## src/rtl/lin_hdr_pkg.sv

```systemverilog
package lin_hdr_pkg;
  typedef enum logic [1:0] {
    HDR_IDLE = 2'd0,
    HDR_PEND = 2'd1,
    HDR_BRK  = 2'd2,
    HDR_DLM  = 2'd3
  } hdr_state_e;
endpackage

```

## src/rtl/lin_tx_hold.sv

```systemverilog
module lin_tx_hold #(
  parameter int unsigned DATA_W = 8
) (
  input  logic              clk_i,
  input  logic              rst_ni,
  input  logic              wr_i,
  input  logic [DATA_W-1:0] wr_data_i,
  input  logic              take_i,
  output logic              full_o,
  output logic [DATA_W-1:0] data_o
);
  logic              full_q;
  logic [DATA_W-1:0] data_q;

  always_ff @(posedge clk_i or negedge rst_ni) begin
    if (!rst_ni) begin
      full_q <= 1'b0;
      data_q <= '0;
    end else begin
      if (wr_i) begin
        full_q <= 1'b1;
        data_q <= wr_data_i;
      end else if (take_i) begin
        full_q <= 1'b0;
      end
    end
  end

  assign full_o = full_q;
  assign data_o = data_q;


  wr_clears_empty_chk: assert property (@(posedge clk_i) disable iff (!rst_ni)
    wr_i |=> full_q);
endmodule

```

## src/rtl/lin_brk_gen.sv

```systemverilog
module lin_brk_gen
  import lin_hdr_pkg::*;
#(
  parameter int unsigned LEN_W    = 2,
  parameter int unsigned BRK_BASE = 13,
  parameter int unsigned DLM_BASE = 1
) (
  input  logic             clk_i,
  input  logic             rst_ni,
  input  logic             tick_i,
  input  logic             tx_en_i,
  input  logic             req_i,
  input  logic [LEN_W-1:0] brk_len_i,
  input  logic [LEN_W-1:0] dlm_len_i,
  input  logic             ser_active_i,
  output logic             idle_o,
  output logic             dlm_end_o,
  output logic             drive_o,
  output logic             level_o
);
  localparam int unsigned MAX_BITS = BRK_BASE + (1 << LEN_W);
  localparam int unsigned CNT_W    = $clog2(MAX_BITS + 1);

  hdr_state_e       state_q, state_d;
  logic [CNT_W-1:0] cnt_q, cnt_d;
  logic [CNT_W-1:0] brk_bits_q, dlm_bits_q;
  logic             brk_last, dlm_last, accept;

  assign accept   = req_i && tx_en_i && (state_q == HDR_IDLE);
  assign brk_last = (cnt_q == brk_bits_q - CNT_W'(1));
  assign dlm_last = (cnt_q == dlm_bits_q - CNT_W'(1));

  always_comb begin
    state_d = state_q;
    cnt_d   = cnt_q;
    unique case (state_q)
      HDR_IDLE: if (accept) state_d = HDR_PEND;
      HDR_PEND: if (tick_i && !ser_active_i) begin
        state_d = HDR_BRK;
        cnt_d   = '0;
      end
      HDR_BRK: if (tick_i) begin
        if (brk_last) begin
          state_d = HDR_DLM;
          cnt_d   = '0;
        end else begin
          cnt_d = cnt_q + CNT_W'(1);
        end
      end
      HDR_DLM: if (tick_i) begin
        if (dlm_last) state_d = HDR_IDLE;
        else          cnt_d   = cnt_q + CNT_W'(1);
      end
      default: state_d = HDR_IDLE;
    endcase
  end

  always_ff @(posedge clk_i or negedge rst_ni) begin
    if (!rst_ni) begin
      state_q    <= HDR_IDLE;
      cnt_q      <= '0;
      brk_bits_q <= CNT_W'(BRK_BASE);
      dlm_bits_q <= CNT_W'(DLM_BASE);
    end else begin
      state_q <= state_d;
      cnt_q   <= cnt_d;
      if (accept) begin
        brk_bits_q <= CNT_W'(BRK_BASE) + CNT_W'(brk_len_i);
        dlm_bits_q <= CNT_W'(DLM_BASE) + CNT_W'(dlm_len_i);
      end
    end
  end

  assign idle_o    = (state_q == HDR_IDLE);
  assign dlm_end_o = (state_q == HDR_DLM) && tick_i && dlm_last;
  assign drive_o   = (state_q == HDR_BRK) || (state_q == HDR_DLM);
  assign level_o   = (state_q == HDR_DLM);


  brk_gated_chk: assert property (@(posedge clk_i) disable iff (!rst_ni)
    (req_i && !tx_en_i && state_q == HDR_IDLE) |=> state_q == HDR_IDLE);

  brk_hold_chk: assert property (@(posedge clk_i) disable iff (!rst_ni)
    (state_q == HDR_BRK && !tick_i) |=> state_q == HDR_BRK);

  dlm_hold_chk: assert property (@(posedge clk_i) disable iff (!rst_ni)
    (state_q == HDR_DLM && !tick_i) |=> state_q == HDR_DLM);
endmodule

```

## src/rtl/lin_byte_ser.sv

```systemverilog
module lin_byte_ser #(
  parameter int unsigned DATA_W = 8
) (
  input  logic              clk_i,
  input  logic              rst_ni,
  input  logic              tick_i,
  input  logic              start_i,
  input  logic [DATA_W-1:0] data_i,
  output logic              active_o,
  output logic              last_o,
  output logic              txd_o
);
  localparam int unsigned FRAME_W = DATA_W + 2;
  localparam int unsigned IDX_W   = $clog2(FRAME_W);

  logic [FRAME_W-1:0] frame_q;
  logic [IDX_W-1:0]   idx_q;
  logic               active_q;

  assign last_o = active_q && (idx_q == IDX_W'(FRAME_W - 1));

  always_ff @(posedge clk_i or negedge rst_ni) begin
    if (!rst_ni) begin
      frame_q  <= '1;
      idx_q    <= '0;
      active_q <= 1'b0;
    end else if (start_i) begin
      frame_q  <= {1'b1, data_i, 1'b0};
      idx_q    <= '0;
      active_q <= 1'b1;
    end else if (tick_i && active_q) begin
      if (last_o) begin
        active_q <= 1'b0;
        frame_q  <= '1;
      end else begin
        frame_q <= {1'b1, frame_q[FRAME_W-1:1]};
        idx_q   <= idx_q + IDX_W'(1);
      end
    end
  end

  assign active_o = active_q;
  assign txd_o    = active_q ? frame_q[0] : 1'b1;


  start_low_chk: assert property (@(posedge clk_i) disable iff (!rst_ni)
    start_i |=> (active_q && !txd_o));
endmodule

```

## src/rtl/lin_hdr_tx.sv

```systemverilog
module lin_hdr_tx #(
  parameter int unsigned DATA_W   = 8,
  parameter int unsigned LEN_W    = 2,
  parameter int unsigned BRK_BASE = 13,
  parameter int unsigned DLM_BASE = 1
) (
  input  logic              clk_i,
  input  logic              rst_ni,
  input  logic              baud_tick_i,
  input  logic              tx_en_i,
  input  logic              brk_req_i,
  input  logic [LEN_W-1:0]  brk_len_i,
  input  logic [LEN_W-1:0]  dlm_len_i,
  input  logic              wr_i,
  input  logic [DATA_W-1:0] wr_data_i,
  input  logic              irq_en_i,
  output logic              tx_empty_o,
  output logic              tx_irq_o,
  output logic              txd_o
);
  logic              buf_full, ser_active, ser_last, ser_txd, ser_start;
  logic              hdr_idle, hdr_dlm_end, hdr_drive, hdr_level;
  logic [DATA_W-1:0] buf_data;

  lin_tx_hold #(.DATA_W(DATA_W)) u_hold (
    .clk_i, .rst_ni,
    .wr_i, .wr_data_i,
    .take_i (ser_start),
    .full_o (buf_full),
    .data_o (buf_data)
  );

  lin_brk_gen #(.LEN_W(LEN_W), .BRK_BASE(BRK_BASE), .DLM_BASE(DLM_BASE)) u_brk (
    .clk_i, .rst_ni,
    .tick_i       (baud_tick_i),
    .tx_en_i,
    .req_i        (brk_req_i),
    .brk_len_i, .dlm_len_i,
    .ser_active_i (ser_active),
    .idle_o       (hdr_idle),
    .dlm_end_o    (hdr_dlm_end),
    .drive_o      (hdr_drive),
    .level_o      (hdr_level)
  );

  // launch at a tick: line free (idle or finishing stop bit), header idle or ending
  assign ser_start = baud_tick_i && buf_full && (!ser_active || ser_last)
                     && (hdr_idle || hdr_dlm_end);

  lin_byte_ser #(.DATA_W(DATA_W)) u_ser (
    .clk_i, .rst_ni,
    .tick_i   (baud_tick_i),
    .start_i  (ser_start),
    .data_i   (buf_data),
    .active_o (ser_active),
    .last_o   (ser_last),
    .txd_o    (ser_txd)
  );

  assign txd_o      = hdr_drive ? hdr_level : ser_txd;
  assign tx_empty_o = !buf_full;
  assign tx_irq_o   = irq_en_i && !buf_full;


  line_on_tick_chk: assert property (@(posedge clk_i) disable iff (!rst_ni)
    !baud_tick_i |=> $stable(txd_o));

  irq_needs_empty_chk: assert property (@(posedge clk_i) disable iff (!rst_ni)
    tx_irq_o |-> tx_empty_o);

  empty_on_start_chk: assert property (@(posedge clk_i) disable iff (!rst_ni)
    (ser_start && !wr_i) |=> tx_empty_o);
endmodule

```

## config.mk

```make
export PLATFORM = sky130hd
export DESIGN_NAME = lin_hdr_tx
export DESIGN_NICKNAME = d
export VERILOG_FILES = /design/src/rtl/lin_hdr_pkg.sv /design/src/rtl/lin_tx_hold.sv /design/src/rtl/lin_brk_gen.sv /design/src/rtl/lin_byte_ser.sv /design/src/rtl/lin_hdr_tx.sv
export SDC_FILE = /design/constraint.sdc
export NUM_CORES = 1
export LEC_CHECK = 0
export ABC_CLOCK_PERIOD_IN_PS = 3000
export BUFFER_PORTS_ARGS = -buffer_cell sky130_fd_sc_hd__buf_2
export CAP_MARGIN = 5
export CORE_ASPECT_RATIO = 1.4
export CORE_MARGIN = 2
export CORE_UTILIZATION = 55
export CTS_BUF_LIST = sky130_fd_sc_hd__clkbuf_8
export CTS_CLUSTER_DIAMETER = 150
export DETAILED_ROUTE_END_ITERATION = 10
export PLACE_DENSITY = 0.8
export SYNTH_ARGS = -nofsm -noshare
export SYNTH_HDL_FRONTEND = slang
export SYNTH_SLANG_ARGS = --single-unit
export TNS_END_PERCENT = 50
```

## constraint.sdc

```tcl
create_clock -name clk_i -period 3 [get_ports clk_i]
set_clock_uncertainty 0.2 [all_clocks]
set_input_delay 0 -clock clk_i [delete_from_list [all_inputs] [get_ports clk_i]]
set_output_delay 0 -clock clk_i [all_outputs]
set_load 0.05 [all_outputs]
```

==> results by stage, run 1 <==
GRT:
- The first global-routing pass estimated 7560 um of wire.
- The number of global-route vias before repair is 1697.
- The residual overflow from global routing is 0.
- Entering global routing, the biggest net connects 38 pins.
- The overall global routing resource usage is 23.6%.
- The initial antenna violation count is 0.

Cells and area:
- Leaving out fill and tap cells, the most frequent cells in the layout are dlygate4sd3_1 (31), dfrtp_1 (25), inv_1 (24).
- In the final layout, the multi-input gates occupy about 1000 um^2.
- The area growth from synthesis to layout is 27.4%.
- 0 antenna diodes ended up in the layout.
- In the final layout, flip-flops and latches occupy 941 um^2.
- The layout cell share with drive strength beyond 1 is 21.4%.
- The number of filler instances in the final layout is 269.
- The most common library cell in the layout ignoring fill and taps is dlygate4sd3_1.
- Once layout is complete, the utilization of the core stands at about 72%.
- The net count of the finished layout is 284.

Power:
- The internal cell power is about 1.5 mW.
- The register share of total power is 36.8%.
- After layout, the design draws a total of about 2.5 mW.
- The worst vdd rail ir drop is 0.000737 V.
- The clock share of power is 16.9%.
- Of the total power, combinational logic draws 46.3%.
- The power density of the placed cells is 948 nW/um^2.
- For this design the total switching power over the nets is 950 uW.
- Of the total power, the share spent switching nets is roughly two fifths.
- For this design the static power due to leakage is 1.23 nW.

Synthesis:
- In the synthesized netlist, mux cells make up 7.77% of the area.
- Of the total synthesized cell area, the portion taken by full adders, half adders and majority gates is between 8 and 9%.
- The synthesized netlist net count is 228.
- The synthesized area is 2030 um^2.
- The count of different cell masters after synthesis is 42.
- Of the total synthesized cell area, the portion taken by AND, OR, NAND and NOR gates is 14.1%.
- Summing the areas of all compound-gate instances in the mapped netlist gives 12.8% of the synthesized area.
- Synthesis handed over a netlist of 196 instances.
- The proportion of synthesized chip area in sequential cells is 46.4%.
- The main combinational cell family by area after synthesis is simple AND/OR/NAND/NOR gates.
- After synthesis, the mean cell area works out to 10.4 um^2.
- The post-synthesis sequential element count is 37.
- Yosys printed 0 warnings.
- The xor/xnor share of the synthesized area is 5.49%.

Timing:
- At the pin with the least slew margin, the transition time is 796 ps.
- Setup violations remaining at the end of the flow were counted as 0.
- The final hold violation count is 1.
- Setup repair after global routing left no endpoint under its margin.
- The clock period could shrink to 2800 ps.
- Dividing the final minimum period by the clock period gives between 90 and 100%.
- The worst pin sits at a relative slew slack of a little under half.
- The worst-case hold slack is -2.67 ps.
- Static timing analysis puts the maximum clock frequency at 357 MHz.
- Adding up every negative setup slack in the final design gives 0 ps.
- The max-slew violation count is 0.

Route:
- The residual DRC count is 0.
- The final layout contains routed wiring with a total length of 4450 um.
- The average wire per cell in the routed design is 15.1 um.
- The residual antenna-violating net count after detailed routing is 0.
- The detailed router finished its first iteration with 37 violations.
- After detailed routing, the number of vias per cell comes to approximately 5.4.
- The total number of vias is 1588.
- Before antenna repair, the detailed router went through 4 iterations.

Placement:
- After legalization and detailed placement, the total HPWL measured 2740 um.
- The weighted congestion at the end of routability-driven global placement is 0.817.
- During placement, the flow inserted port buffers numbering 21.

Status:
- The checks that failed: hold timing.
- The run finished, with violations left.

Die:
- In this run the count of I/O pins placed on the die edge is 22.
- For this configuration, the core starts out at a cell density of 56.7%.
- The die outline width is 55.3 um.
- From bottom edge to top edge, the die measures 75.9 um.
- The number of core rows is 26.
- After floorplanning, the core was sized to cover 3580 um^2.
- The die area is 4200 um^2.

Clock tree:
- The number of clock sinks seen by CTS is 37.
- The root buffer cell chosen for the clock tree is clkbuf_8.
- In this run, post-CTS repair resized a total of 0 instances.
- Counting the buffers created by CTS gives 5.
- The number of setup buffers added after CTS is 0.
- The clock passes through at most 2 buffers.
- The number of H-tree branching levels is 2.
- After clock tree synthesis, the clock-pin slew on the worst setup and hold paths is 70 ps.
- The clock network latency to the later pin of the worst-skew pair is 290 ps.
- The clock tree from TritonCTS is yes.

Critical path:
- The largest fanout on the critical path is 10.
- The worst setup path is of the reg -> reg kind.
- The type of origin of the critical path is a register.
- Data on the critical path is required at its endpoint by 2980 ps.
- The arrival time at the worst endpoint is 2780 ps.
- The worst setup path is captured at a register.

Job:
- The total of max-cap violations is 0.

Min path:
- The class of the tightest hold or removal check is in -> reg.
## path summary, 6_finish.rpt
kind                       depth (start not counted)  slack (ps)                       startpoint                               to
setup reg to reg                                   8         200  u_brk.dlm_bits_q[0]$_DFFE_PN1P_        u_hold.full_o$_DFFE_PN0P_
max in group asynchronous                          2        1960                           rst_ni     u_hold.data_o[3]$_DFFE_PN0P_
min in group asynchronous                          2         130                           rst_ni       u_brk.cnt_q[0]$_DFFE_PN0P_
setup / recovery                                   8         200  u_brk.dlm_bits_q[0]$_DFFE_PN1P_        u_hold.full_o$_DFFE_PN0P_
hold / removal                                     5          -3                        brk_req_i     u_brk.state_q[0]$_DFFE_PN0P_
hold reg to reg                                    2         300  u_brk.brk_bits_q[3]$_DFFE_PN1P_  u_brk.brk_bits_q[3]$_DFFE_PN1P_
## what timing repair did
| item | 4_1_cts | 5_1_grt |
|---|---|---|
| endpoints found under the setup margin | 0 | 0 |
| hold endpoints to repair | 47 | 0 |
| hold buffers | 31 | 0 |
## state kept, by name, indices dropped and copies added, names as in the netlist
name and cells:
u_hold.full_o 1, u_ser.idx_q 4, u_brk.brk_bits_q 4, u_brk.cnt_q 5, u_ser.active_o 1, u_brk.dlm_bits_q 3, u_ser.frame_q 9, u_hold.data_o 8
u_brk.state_q 2
## logic make-up after synthesis
kind of cell,Yosys count
flops,37
fa+ha+maj,13
simple gates,54
xor+xnor,11
mux,15
buf+inv,28
compound gates,38
## stage by stage
stage          instances  setup WS (ps)  area, um^2
2_1_floorplan        196            428        2030
3_3_place_gp         256            303        2170
3_5_place_dp         256            221        2170
4_1_cts              294            207        2590
5_1_grt              294           38.7        2590
6_report             294            197        2590
## cell usage after synthesis
master / number / area [um^2]
o21bai_1: 1 / 7.51
o32a_1: 1 / 10.0
nand2_4: 1 / 11.3
or2_1: 1 / 6.26
nor3b_1: 1 / 7.51
clkbuf_1: 2 / 7.51
nor2_1: 11 / 41.3
ha_1: 13 / 163
nor2b_1: 1 / 6.26
a21oi_1: 6 / 30.0
nor4b_4: 1 / 23.8
a211oi_4: 1 / 20.0
xnor2_1: 7 / 61.3
xor2_1: 3 / 26.3
dfrtp_1: 25 / 626
and3b_1: 1 / 8.76
nand2_1: 20 / 75.1
mux2i_1: 9 / 90.1
o22ai_1: 8 / 50.1
o31a_1: 1 / 8.76
mux2_2: 6 / 67.6
nor3_2: 1 / 10.0
o221ai_1: 1 / 8.76
or4_4: 1 / 11.3
a21o_1: 1 / 7.51
a21boi_0: 1 / 7.51
o21ai_0: 12 / 60.1
nand3b_1: 1 / 7.51
nor3_1: 2 / 10.0
o41ai_1: 1 / 8.76
o211ai_1: 1 / 7.51
nand2b_1: 3 / 18.8
and2_0: 1 / 6.26
a31o_2: 1 / 8.76
a211oi_1: 1 / 7.51
o311ai_2: 1 / 16.3
xor3_1: 1 / 23.8
inv_1: 24 / 90.1
dfstp_2: 12 / 315
nand4_1: 1 / 6.26
buf_4: 2 / 15.0
nand3_1: 7 / 35.0
## power groups by stage
stage          Combinational [mW]  Clock (mW)  Sequential, mW
2_1_floorplan               0.925           0           0.848
3_3_place_gp                 1.05           0           0.900
3_5_place_dp                 1.09           0           0.906
4_1_cts                      1.13       0.418           0.897
5_1_grt                      1.27       0.443           0.927
6_report                     1.14       0.414           0.901
## worst max-delay path, stage by stage, from the launching register on
cell and delay [ps]:
dfstp_2 580, inv_1 60, ha_1 190, ha_1 300
xnor2_1 180, nor4b_4 350, a21oi_1 140, or2_1 440
a21o_1 260
## layer usage
layer,part of all wire [%],GRT usage (%),wire [um]
met2,56,46.2,2510
met3,2.6,4.24,117
met4,3.3,10.3,148
met1,38,24.9,1680
met5,0,0,0
## final cells by class
class                      instances  share of cell area (%)
clock buffer                       5                    2.66
timing repair buffer              53                    16.4
clock inverter                     2                    1.35
tap                               42                    2.03
multi-input combinational        131                    37.7
sequential                        37                    36.4
inverter                          24                    3.48
(Power assumes the default switching activity.)
==> inputs of run 2 (changes only) <==
MAX_ROUTING_LAYER = met4   (was default)
PLACE_DENSITY = 0.75   (was 0.8)
==> results by stage, run 2 (synthesis gave the netlist of run 1 again) <==
Timing:
- The number of setup violations in the final report came to 0 (unchanged).
- The transition time of the tightest slew-check pin was 804 ps (+7.66 ps).
- The final hold violation count was 0 (-1).
- The maximum clock frequency was 355 MHz (-0.55%).
- The worst-case hold slack is 142 ps (+145 ps).
- The final sum of negative setup slack was 0 ps (unchanged).
- The final critical path time including I/O delays and setup is 2820 ps (+15.5 ps).
- The relative max-transition margin is 46.4% (-0.51 points).
- The period utilization was 94.0% (+0.52 points).
- Setup repair after global routing left no endpoint under its margin.
- The max-slew violation count is 0 (unchanged).

Route:
- The iteration-0 DRC count of the detailed router was 29 (-22%).
- The first-pass iteration count of the detailed router was 4 (unchanged).
- The residual antenna-violating net count after detailed routing came to 0 (unchanged).
- The residual DRC count is 0 (unchanged).
- The average wire per cell in the routed design is 14.3 um (-5.3%).
- The total number of vias was 1548 (-2.5%).
- The total detailed-routing wirelength is 4240 um (-4.7%).
- The routed via count divided by cell count was 5.23 (-3.2%).

Critical path:
- STA classifies the critical path startpoint as a register.
- The setup path with the least slack is of type reg -> reg.
- The arrival time at the worst endpoint was 2790 ps (about the same).
- The largest fanout on the critical path is 4 (-6).
- The data required time at the worst endpoint came to 2970 ps (about the same).
- The kind of cell with the highest combined delay along the critical path is flip-flops.
- In this design, the critical path's most frequently occurring cell is ha_1.
- The worst setup path is captured at a register.
- Walking the worst path, the cells encountered are inv_1 > ha_1 > ha_1 > xor3_1 > o41ai_1 > o21ai_0 > and3b_1 > mux2_2.
- The highest cell delay on the worst timing path is 570 ps (about the same).
- The slowest stage of the critical path is the dfstp_2 cell.
- The buffer and inverter count on the worst path is 1 (unchanged).

Die:
- The die outline width is 55.3 um (unchanged).
- The vertical die dimension is 75.9 um (unchanged).
- The placeable core area is 3580 um^2 (unchanged).
- The effective utilization at floorplan is 56.7% (unchanged).
- The number of placed I/O pins is 22 (unchanged).
- The die area is 4200 um^2 (unchanged).
- The number of core rows is 26 (unchanged).

Placement:
- The sum of net half-perimeters after detailed placement is 2750 um (+0.63%).
- The post-placement cell area was 2170 um^2 (unchanged).
- The weighted congestion at the end of routability-driven global placement is 0.810 (-0.92%).
- The total placed cells including tap cells was 256 (unchanged).
- The number of port buffers is 21 (unchanged).

Clock tree:
- TritonCTS built the clock tree.
- The clock-pin transition on the worst setup and hold timing paths is 80 ps (about the same).
- The clock network latency to the later pin of the worst-skew pair is 290 ps (about the same).
- The number of setup buffers added after CTS is 0 (unchanged).
- In this run the clock root is driven by a clkbuf_8.
- The number of clock buffers inserted by TritonCTS is 5 (unchanged).
- The number of clock sinks seen by CTS is 37 (unchanged).
- The number of H-tree branching levels is 2 (unchanged).
- The maximum count of clock buffers along a single path is 2 (unchanged).
- The post-CTS resize count was 0 (unchanged).

Cells and area:
- u_ser.frame_q holds more flip-flops than any other register.
- The number of nets at the end of the flow is 285 (+0.35%).
- The post-layout instance count excluding filler cells is 296 (+0.68%).
- The multi-input logic area is 976 um^2 (unchanged).
- The most common library cell in the layout ignoring fill and taps is dlygate4sd3_1.
- The antenna diode count is 0 (unchanged).
- The cell area after layout came to 2590 um^2 (unchanged).
- The flip-flop count of the largest register after layout is 9 (unchanged).
- The layout cell share with drive strength beyond 1 came to 21.3% (-0.17 points).
- The area growth from synthesis to layout was 27.4% (unchanged).
- The number of filler instances in the final layout came to 274 (+1.9%).
- The storage element area came to 941 um^2 (unchanged).
- In the layout the commonest cells are dlygate4sd3_1 (32), inv_1 (25), dfrtp_1 (25).

Power:
- The leakage power summed over all cells came to 1.22 nW (about the same).
- The sum of internal, switching and leakage power is 2.39 mW (-2.3%).
- The worst vdd rail ir drop is 0.000594 V (-19%).
- The power density of the placed cells is 926 nW/um^2 (-2.3%).

GRT:
- The number of global-route vias before repair came to 1656 (-2.4%).
- The first-pass GRT wire length is 7110 um (-5.9%).
- The overall global routing resource usage came to 22.9% (-0.68 points).
- The maximum number of pins on one net before global-route repair is 38 (unchanged).
- The initial antenna violation count is 0 (unchanged).
- The residual overflow from global routing is 0 (unchanged).

Status:
- The run finished with clean final reports.

Min path:
- The class of the tightest hold or removal check is in -> async.

Job:
- The total of max-cap violations is 0 (unchanged).
## run 2: what timing repair did
| item | CTS | global route |
|---|---|---|
| hold buffers | 32 | 0 |
| endpoints found under the hold margin | 47 | 0 |
| endpoints found under the setup margin | 0 | 0 |
## run 2: routing by layer
| metal | share of wire (%) | vias to the layer above | global-route usage, % | wire [um] |
|---|---|---|---|---|
| met1 | 40 | 736 | 23.2 | 1690 |
| met3 | 2.0 | 7 | 3.74 | 84 |
| met5 | 0 | - | - | 0 |
| li1 | - | 783 | - | - |
| met2 | 57 | 22 | 44.7 | 2400 |
| met4 | 1.6 | 0 | 8.13 | 69 |
## run 2: path summary, 6_finish.rpt
kind / start / to / slack, ps / cells after the start
setup / recovery: u_brk.brk_bits_q[0]$_DFFE_PN1P_ / u_brk.state_q[1]$_DFFE_PN0P_ / 180 / 8
hold / removal: rst_ni / u_brk.state_q[1]$_DFFE_PN0P_ / 140 / 2
setup reg to reg: u_brk.brk_bits_q[0]$_DFFE_PN1P_ / u_brk.state_q[1]$_DFFE_PN0P_ / 180 / 8
hold reg to reg: u_hold.data_o[3]$_DFFE_PN0P_ / u_ser.frame_q[4]$_DFFE_PN1P_ / 290 / 2
max in group asynchronous: rst_ni / u_hold.data_o[6]$_DFFE_PN0P_ / 1960 / 2
min in group clk_i: irq_en_i / tx_irq_o / 210 / 3
## run 2: stage by stage
stage | worst slack [ps] | util [%]
floorplan | 428 | -
global placement | 290 | 60.7
detailed placement | 189 | 60.7
CTS | 169 | 72.3
global route | 47.0 | 72.3
finish | 181 | 72.3
## run 2: power breakdown
| part | switching, mW | leakage [nW] | total [mW] | internal, mW |
|---|---|---|---|---|
| logic | 0.603 | 0.744 | 1.14 | 0.538 |
| clock network | 0.173 | 0.0486 | 0.357 | 0.183 |
| registers | 0.172 | 0.432 | 0.898 | 0.725 |
## run 2: final cells by class
type                    instances  area share [%]
clock inverters                 2           0.435
well taps                      42            2.03
multi-input cells             131            37.7
flip-flops and latches         37            36.4
inverters                      24            3.48
clock buffers                   6            3.19
repair buffers                 54            16.7
